==> src/rtl/cmos_nvram_pkg.sv <==
package cmos_nvram_pkg;

    typedef enum logic [2:0] {
        PORT_PTR_LO  = 3'd0,
        PORT_DAT_LO  = 3'd1,
        PORT_PTR_HI  = 3'd2,
        PORT_DAT_HI  = 3'd3,
        PORT_SEAL_A  = 3'd4,
        PORT_SEAL_B  = 3'd5,
        PORT_LOCK    = 3'd6,
        PORT_SPARE   = 3'd7
    } port_e;

    typedef struct packed {
        logic ptr_lo_wr;
        logic dat_lo_wr;
        logic dat_lo_rd;
        logic ptr_hi_wr;
        logic dat_hi_wr;
        logic dat_hi_rd;
        logic seal_a_wr;
        logic seal_b_wr;
        logic lock_wr;
    } access_t;

endpackage

==> src/rtl/cmos_port_decode.sv <==
module cmos_port_decode
    import cmos_nvram_pkg::*;
(
    input  logic          cs,
    input  logic          we,
    input  logic [2:0]    port,
    output access_t       acc,
    output logic          rd_any
);

    always_comb begin
        acc    = '0;
        rd_any = cs && !we;
        if (cs) begin
            case (port_e'(port))
                PORT_PTR_LO: acc.ptr_lo_wr = we;
                PORT_DAT_LO: begin
                    acc.dat_lo_wr = we;
                    acc.dat_lo_rd = !we;
                end
                PORT_PTR_HI: acc.ptr_hi_wr = we;
                PORT_DAT_HI: begin
                    acc.dat_hi_wr = we;
                    acc.dat_hi_rd = !we;
                end
                PORT_SEAL_A: acc.seal_a_wr = we;
                PORT_SEAL_B: acc.seal_b_wr = we;
                PORT_LOCK:   acc.lock_wr   = we;
                default:     ;
            endcase
        end
    end

endmodule

==> src/rtl/cmos_guard.sv <==
module cmos_guard #(
    parameter int AW          = 7,
    parameter int LOCK_N      = 4,
    parameter int SEAL_A_BASE = 32,
    parameter int SEAL_B_BASE = 48,
    parameter int SEAL_SPAN   = 16
) (
    input  logic              clk,
    input  logic              rst_n,
    input  logic              seal_a_set,
    input  logic              seal_b_set,
    input  logic              lock_set,
    input  logic [LOCK_N-1:0] lock_bits,
    input  logic [AW-1:0]     lo_ptr,
    input  logic [AW-1:0]     hi_ptr,
    output logic              lo_wr_ok,
    output logic              hi_open,
    output logic [LOCK_N-1:0] lock_q
);

    localparam int WIN_W = (LOCK_N > 1) ? $clog2(LOCK_N) : 1;
    localparam logic [AW-1:0] A_FIRST = AW'(SEAL_A_BASE);
    localparam logic [AW-1:0] A_LAST  = AW'(SEAL_A_BASE + SEAL_SPAN - 1);
    localparam logic [AW-1:0] B_FIRST = AW'(SEAL_B_BASE);
    localparam logic [AW-1:0] B_LAST  = AW'(SEAL_B_BASE + SEAL_SPAN - 1);

    typedef struct packed {
        logic              seal_a;
        logic              seal_b;
        logic [LOCK_N-1:0] lock;
    } guard_t;

    guard_t st_d, st_q;
    logic in_a, in_b;
    logic [WIN_W-1:0] win;

    always_comb begin
        st_d = st_q;
        if (seal_a_set) st_d.seal_a = 1'b1;
        if (seal_b_set) st_d.seal_b = 1'b1;
        if (lock_set)   st_d.lock   = st_q.lock | lock_bits;
    end

    always_ff @(posedge clk) begin
        if (!rst_n) st_q <= '0;
        else        st_q <= st_d;
    end

    always_comb begin
        in_a     = (lo_ptr >= A_FIRST) && (lo_ptr <= A_LAST);
        in_b     = (lo_ptr >= B_FIRST) && (lo_ptr <= B_LAST);
        lo_wr_ok = !((in_a && st_q.seal_a) || (in_b && st_q.seal_b));
        win      = hi_ptr[AW-1 -: WIN_W];
        hi_open  = !st_q.lock[win];
        lock_q   = st_q.lock;
    end

    // sealing never falls back without reset
    p_seal_a_sticky_r6: assert property (@(posedge clk) disable iff (!rst_n)
        st_q.seal_a |=> st_q.seal_a);
    p_seal_b_sticky_r6: assert property (@(posedge clk) disable iff (!rst_n)
        st_q.seal_b |=> st_q.seal_b);
    p_lock_sticky_r6: assert property (@(posedge clk) disable iff (!rst_n)
        (st_q.lock != '0) |=> ((st_q.lock & $past(st_q.lock)) == $past(st_q.lock)));

endmodule

==> src/rtl/cmos_ram_array.sv <==
module cmos_ram_array #(
    parameter int AW = 7,
    parameter int DW = 8
) (
    input  logic          clk,
    input  logic          rst_n,
    input  logic          we,
    input  logic [AW:0]   addr,
    input  logic [DW-1:0] wdata,
    output logic [DW-1:0] rdata
);

    localparam int DEPTH = 2 ** (AW + 1);

    logic [DW-1:0] mem_q [DEPTH];

    always_ff @(posedge clk) begin
        if (we) mem_q[addr] <= wdata;
    end

    always_comb rdata = mem_q[addr];

    // an accepted write lands at the addressed byte
    p_store_r1: assert property (@(posedge clk) disable iff (!rst_n)
        we |=> (mem_q[$past(addr)] == $past(wdata)));

endmodule

==> src/rtl/cmos_nvram.sv <==
module cmos_nvram
    import cmos_nvram_pkg::*;
#(
    parameter int             DW          = 8,
    parameter int             LOCK_N      = 4,
    parameter int             SEAL_A_BASE = 32,
    parameter int             SEAL_B_BASE = 48,
    parameter int             SEAL_SPAN   = 16,
    parameter int             VALID_LOC   = 13,
    parameter int             VALID_BIT   = 7,
    parameter logic [DW-1:0]  LOCKED_FILL = '1
) (
    input  logic          clk,
    input  logic          rst_n,
    input  logic          bus_cs,
    input  logic          bus_we,
    input  logic [2:0]    bus_port,
    input  logic [DW-1:0] bus_wdata,
    output logic [DW-1:0] bus_rdata,
    output logic          nmi_en
);

    localparam int AW = DW - 1;
    localparam logic [AW-1:0] VALID_PTR  = AW'(VALID_LOC);
    localparam logic [DW-1:0] VALID_MASK = DW'(1) << VALID_BIT;

    typedef struct packed {
        logic [AW-1:0] ptr_lo;
        logic [AW-1:0] ptr_hi;
        logic          nmi;
        logic [DW-1:0] rdata;
    } state_t;

    state_t  st_d, st_q;
    access_t acc;
    logic    rd_any;
    logic    lo_wr_ok, hi_open;
    logic [LOCK_N-1:0] lock_q;
    logic          mem_we;
    logic [AW:0]   mem_addr;
    logic [DW-1:0] mem_rdata;
    logic [DW-1:0] rd_mux;

    cmos_port_decode u_decode (
        .cs     (bus_cs),
        .we     (bus_we),
        .port   (bus_port),
        .acc    (acc),
        .rd_any (rd_any)
    );

    cmos_guard #(
        .AW          (AW),
        .LOCK_N      (LOCK_N),
        .SEAL_A_BASE (SEAL_A_BASE),
        .SEAL_B_BASE (SEAL_B_BASE),
        .SEAL_SPAN   (SEAL_SPAN)
    ) u_guard (
        .clk        (clk),
        .rst_n      (rst_n),
        .seal_a_set (acc.seal_a_wr),
        .seal_b_set (acc.seal_b_wr),
        .lock_set   (acc.lock_wr),
        .lock_bits  (bus_wdata[LOCK_N-1:0]),
        .lo_ptr     (st_q.ptr_lo),
        .hi_ptr     (st_q.ptr_hi),
        .lo_wr_ok   (lo_wr_ok),
        .hi_open    (hi_open),
        .lock_q     (lock_q)
    );

    always_comb begin
        if (acc.dat_hi_wr || acc.dat_hi_rd) mem_addr = {1'b1, st_q.ptr_hi};
        else                                mem_addr = {1'b0, st_q.ptr_lo};
        mem_we = (acc.dat_lo_wr && lo_wr_ok) || (acc.dat_hi_wr && hi_open);
    end

    cmos_ram_array #(
        .AW (AW),
        .DW (DW)
    ) u_array (
        .clk   (clk),
        .rst_n (rst_n),
        .we    (mem_we),
        .addr  (mem_addr),
        .wdata (bus_wdata),
        .rdata (mem_rdata)
    );

    always_comb begin
        case (port_e'(bus_port))
            PORT_PTR_LO: rd_mux = {st_q.nmi, st_q.ptr_lo};
            PORT_DAT_LO: rd_mux = (st_q.ptr_lo == VALID_PTR) ? (mem_rdata | VALID_MASK)
                                                              : mem_rdata;
            PORT_PTR_HI: rd_mux = {1'b0, st_q.ptr_hi};
            PORT_DAT_HI: rd_mux = hi_open ? mem_rdata : LOCKED_FILL;
            PORT_LOCK:   rd_mux = {{(DW-LOCK_N){1'b0}}, lock_q};
            default:     rd_mux = '0;
        endcase
    end

    always_comb begin
        st_d = st_q;
        if (acc.ptr_lo_wr) begin
            st_d.ptr_lo = bus_wdata[AW-1:0];
            st_d.nmi    = bus_wdata[DW-1];
        end
        if (acc.ptr_hi_wr) st_d.ptr_hi = bus_wdata[AW-1:0];
        if (rd_any)        st_d.rdata  = rd_mux;
    end

    always_ff @(posedge clk) begin
        if (!rst_n) st_q <= '0;
        else        st_q <= st_d;
    end

    assign bus_rdata = st_q.rdata;
    assign nmi_en    = st_q.nmi;

    // flag follows top bit of the lower pointer write
    p_nmi_follow_r2: assert property (@(posedge clk) disable iff (!rst_n)
        acc.ptr_lo_wr |=> (nmi_en == $past(bus_wdata[DW-1])));

    // a locked window reads as fill
    p_lock_fill_r5: assert property (@(posedge clk) disable iff (!rst_n)
        (acc.dat_hi_rd && !hi_open) |=> (bus_rdata == LOCKED_FILL));

    // valid marker always set on read of the marker byte
    p_valid_mark_r7: assert property (@(posedge clk) disable iff (!rst_n)
        (acc.dat_lo_rd && (st_q.ptr_lo == VALID_PTR)) |=> bus_rdata[VALID_BIT]);

    // read data holds with no read access
    p_rdata_hold_r10: assert property (@(posedge clk) disable iff (!rst_n)
        !rd_any |=> $stable(bus_rdata));

endmodule

==> config.mk <==
export PLATFORM = sky130hd
export DESIGN_NAME = cmos_nvram
export DESIGN_NICKNAME = d
export VERILOG_FILES = /design/src/rtl/cmos_nvram_pkg.sv /design/src/rtl/cmos_port_decode.sv /design/src/rtl/cmos_guard.sv /design/src/rtl/cmos_ram_array.sv /design/src/rtl/cmos_nvram.sv
export SDC_FILE = /design/constraint.sdc
export NUM_CORES = 2
export LEC_CHECK = 0
export ABC_CLOCK_PERIOD_IN_PS = 5400
export BUFFER_PORTS_ARGS = -buffer_cell sky130_fd_sc_hd__buf_2
export CELL_PAD_IN_SITES_DETAIL_PLACEMENT = 2
export CELL_PAD_IN_SITES_GLOBAL_PLACEMENT = 2
export CORE_MARGIN = 5
export CORE_UTILIZATION = 50
export CTS_CLUSTER_DIAMETER = 40
export DETAILED_ROUTE_END_ITERATION = 6
export GPL_TIMING_DRIVEN = 0
export PLACE_DENSITY = 0.87
export SYNTH_ARGS = -nofsm -noshare
export SYNTH_HDL_FRONTEND = slang
export SYNTH_SLANG_ARGS = --single-unit
==> constraint.sdc <==
create_clock -name clk -period 5.4 [get_ports clk]
set_input_delay 0.27 -clock clk [delete_from_list [all_inputs] [get_ports clk]]
set_output_delay 0.27 -clock clk [all_outputs]
set_load 0.03 [all_outputs]
==> results of run 1 <==
[cells by family after synthesis]
family	share of synthesized area
simple gates	0.111
flops	0.755
compound gates	0.0583
buf+inv	0.0218
mux	0.0539
[Yosys cell counts, types with 65 or more instances]
master    instances
nand2_1        1248
clkbuf_1        104
mux2i_1         181
nand4_1          65
a22oi_1          94
nor2_1          311
buf_2           187
a21oi_1         233
a31oi_1         103
edfxtp_1       2048
mux4_2          107
nand3_1         395
a32oi_1          72
[through the flow]
stage	instances	utilization	setup slack (ns)
after floorplan	5630	-	2.21
after CTS	8440	0.600	-0.000899
after global placement	7827	0.521	-2.82
after detailed placement	7861	0.527	-2.02
[repair_timing]
action | 4_1_cts
hold endpoints to repair | 600
buffers inserted | 31
setup endpoints to repair | 2056
resized for setup | 391
pin swaps | 20
hold buffers | 14
==> flow_summary.toml, run 1 <==
[placed_design]
hpwl_um = 357000
portBuffers = 22
place_congestion = 1.08
placed_cell_area_um2 = 86000

[synth]
synth_warnings = 0
synth_ff_type = "edfxtp_1"
synthArstFlopShare = 0
synth_edf_count = 2048
synth_area_leader_cell = "edfxtp_1"
avgSynthCellArea_um2 = 14.6
synth_nets = 5645
synth-seq-cells = 2077
synth_top_area_frac = 0.748
yosysUniqueCellTypes = 67
seq_area_frac_synth = 0.755
synthCells = 5630
syn_area_um2 = 82200
synth_area_leaders = "edfxtp_1, nand2_1, mux4_2"

[global_route]
antenna_found_initial = 197
grt_max_degree = 141

[clock_network]
htreeDepth = 5
clock-root-buffer = "clkbuf_16"
clock_sinks = 2077
clock_path_buffers = 4
cts-buffers-inserted = 312

[floorplan]
num_rows = 148
io_pins = 24
die_y_um = 415
start_util = 0.504
die_x_um = 415

[run_status]
status = "did not finish"
error_line = "[ERROR GRT-0228] Horizontal edge usage exceeds the maximum allowed. (1, 26) usage=65535 limit=3200"
stop_stage = "global routing"

[timing]
worstEndpointType = "register input"
repair-timing-grt-worst-ep = "u_array.mem_q[210][0]$_DFFE_PP_/DE"
==> run 2: changes to the inputs <==
- CELL_PAD_IN_SITES_DETAIL_PLACEMENT: 2 -> default
- CELL_PAD_IN_SITES_GLOBAL_PLACEMENT: 2 -> default
- CORE_UTILIZATION: 50 -> 35
- CTS_CLUSTER_DIAMETER: 40 -> default
- PLACE_DENSITY: 0.87 -> default
- PLACE_DENSITY_LB_ADDON: default -> 0.15
==> flow_summary.toml, run 2 <==
[clock_network]
cts-buffers-inserted = 222
clock-root-buffer = "clkbuf_16"
cts.reportedPaths.clkPinSlew_ns = 0.06
clkLatencyLatePin_ns = 0.94
htreeDepth = 4
clock_sinks = 2077
clock_path_buffers = 3
cts_tree = "done"

[min_path]
holdPathEnd = "st_q[14]"
whs_path_depth = 5
worst_hold_path_type = "in -> reg"
hold_start = "bus_cs"

[timing]
max_freq_mhz = 168
worst_slack_ns = -0.559
slew_viol_final = 82
period_share = 1.10
min_period_ns = 5.96
rsz0062_at_grt = "yes"
tns_ns = -416.26
setup_viol = 1615
finClkSkew_ns = 0.0618
slew_headroom = -0.0864
finalHoldViolations = 1
hold_ws_ns = -0.0378
tightest_slew_ns = 1.63

[floorplan]
die_x_um = 495
die_y_um = 495
io_pins = 24
core-area_um2 = 235000
num_rows = 178
start_util = 0.350
die_area_um2 = 245000

[power]
leakage_nw = 30.4
power_density_nw_per_um2 = 353
finalPower_w = 0.0338
peakVddDrop_v = 0.000313

[synth]
synthArstFlopShare = 0
seq_area_frac_synth = 0.755
syn_area_um2 = 82200
synth_area_leader_cell = "edfxtp_1"
synth_area_leaders = "edfxtp_1, nand2_1, mux4_2"
yosysUniqueCellTypes = 67
synth_warnings = 0
synth_nets = 5645
synthCells = 5630
synth_top_area_frac = 0.748
synth_edf_count = 2048
synth.most_common_cell = "edfxtp_1"
avgSynthCellArea_um2 = 14.6
synth-seq-cells = 2077
yosys-top-cells-count = "edfxtp_1, nand2_1, nand3_1"
synth_ff_type = "edfxtp_1"

[global_route]
grt_max_degree = 136
grt_pass1_wl_um = 593000
grt_usage = 0.381
grt-ovfl-total = 0
antenna_found_initial = 86
grt_pass1_vias = 53200

[layout]
layout_common_cells = "edfxtp_1, nand2_1, nand3_1, a21oi_1, clkbuf_16"
largest_reg_flops = 2048
layout_commonest_cell = "edfxtp_1"
layout.nets = 5954
area_growth_pct = 16.5
stdcell_count = 9320
fillers = 21600
drive_gt1_frac = 0.166
regMostFlops = "u_array.mem_q"

[critical_path]
worstRegToRegCells = 10
path_max_fanout = 10
crit_type = "reg -> reg"
arrival_ns = 6.46
worst_setup_path_start_kind = "register"
r2r-start = "st_q[16]"
r2r-end = "u_array.mem_q[250][4]"
end_kind = "register"
r2r_slack_ns = -0.56
crit_required_ns = 5.91

[routing]
dr.pass1.iters = 6
wl_per_cell_um = 51.2
first_iter_violations = 12900
drc = 0
ant_nets = 0
vias = 60600
viasPerCell = 6.50
drt_wl_total_um = 477000

[placed_design]
portBuffers = 22
place_inst = 8853
hpwl_um = 326000
pre_cts_ws_ns = -2.12
place_congestion = 1.06

[flow_run]
cap_violations = 8

[run_status]
violations = "hold timing, capacitance limit, slew limit, setup timing"
status = "finished with violations"
## run 2: power by group
| group | internal (W) | switching (W) |
|---|---|---|
| clock | 0.00814 | 0.00684 |
| combinational | 0.000190 | 0.000951 |
| sequential | 0.0177 | 0.00000661 |
| total | 0.0260 | 0.00780 |
## run 2: worst max path at each step
| stage | from | endpoint | slack, ns | cells after the start |
|---|---|---|---|---|
| 2_1_floorplan | bus_cs | u_array.mem_q[103][0] | 2.21 | 14 |
| 3_3_place_gp | bus_port[2] | u_array.mem_q[184][7] | -2.69 | 10 |
| 3_5_place_dp | st_q[17] | u_array.mem_q[204][4] | -2.12 | 11 |
| 4_1_cts | st_q[16] | u_array.mem_q[130][0] | -0.24 | 11 |
| 5_1_grt | st_q[16] | u_array.mem_q[222][7] | -0.29 | 11 |
| 6_report | st_q[16] | u_array.mem_q[250][4] | -0.56 | 10 |
## run 2: cell type report
class	count	area, um2	area share
repair buffers	91	1390	0.0145
clock buffers	288	5960	0.0622
multi-input cells	3177	19400	0.202
diodes	50	125	0.00131
well taps	3150	3940	0.0412
plain buffers	368	1960	0.0205
clock inverters	117	925	0.00965
inverters	2	7.51	0.0000784
flip-flops and latches	2077	62100	0.648
## run 2: kinds of logic (layout without fill, tap and decap cells)
kind of cell / count (synthesis) / in the layout / share of synthesized area
AOI/OAI and AO/OA: 719 / 719 / 0.0583
buffers and inverters: 376 / 866 / 0.0218
DFF: 2077 / 2077 / 0.755
muxes: 304 / 304 / 0.0539
other: 0 / 50 / 0
and+or+nand+nor: 2154 / 2154 / 0.111
## run 2: what timing repair did
item / CTS / global route
hold buffers: 13 / 0
gates cloned: 0 / 0
setup endpoints to repair: 2056 / 633
gates resized for setup: 296 / 25
pin swaps: 1 / 3
hold endpoints to repair: 533 / 0
buffers inserted: 1 / 3
## run 2: per-stage QoR
stage / instance area [um2] / util
after floorplan: 82200 / -
after global placement: 86200 / 0.368
after detailed placement: 87500 / 0.373
after CTS: 95500 / 0.407
after global routing: 95700 / 0.408
final: 95800 / 0.408
## run 2: critical path, stage by stage (launching register included)
cell and delay [ns]:
dfxtp_1 0.37, mux2i_1 0.16, buf_4 0.31, buf_4 0.37, buf_4 0.50, buf_4 0.59, buf_2 0.63, nand2_1 0.16
nor2_1 0.49, nand2_1 0.65, nor2_1 1.12
## run 2: routing by layer
metal,wire (um),up-vias,GRT usage,part of all wire
li1,-,22100,-,-
met1,175000,31600,0.493,0.37
met2,194000,5640,0.524,0.41
met3,70700,1214,0.161,0.15
met4,37000,30,0.238,0.078
met5,200,-,0,0.00042
Power figures use the tool's default switching activity.
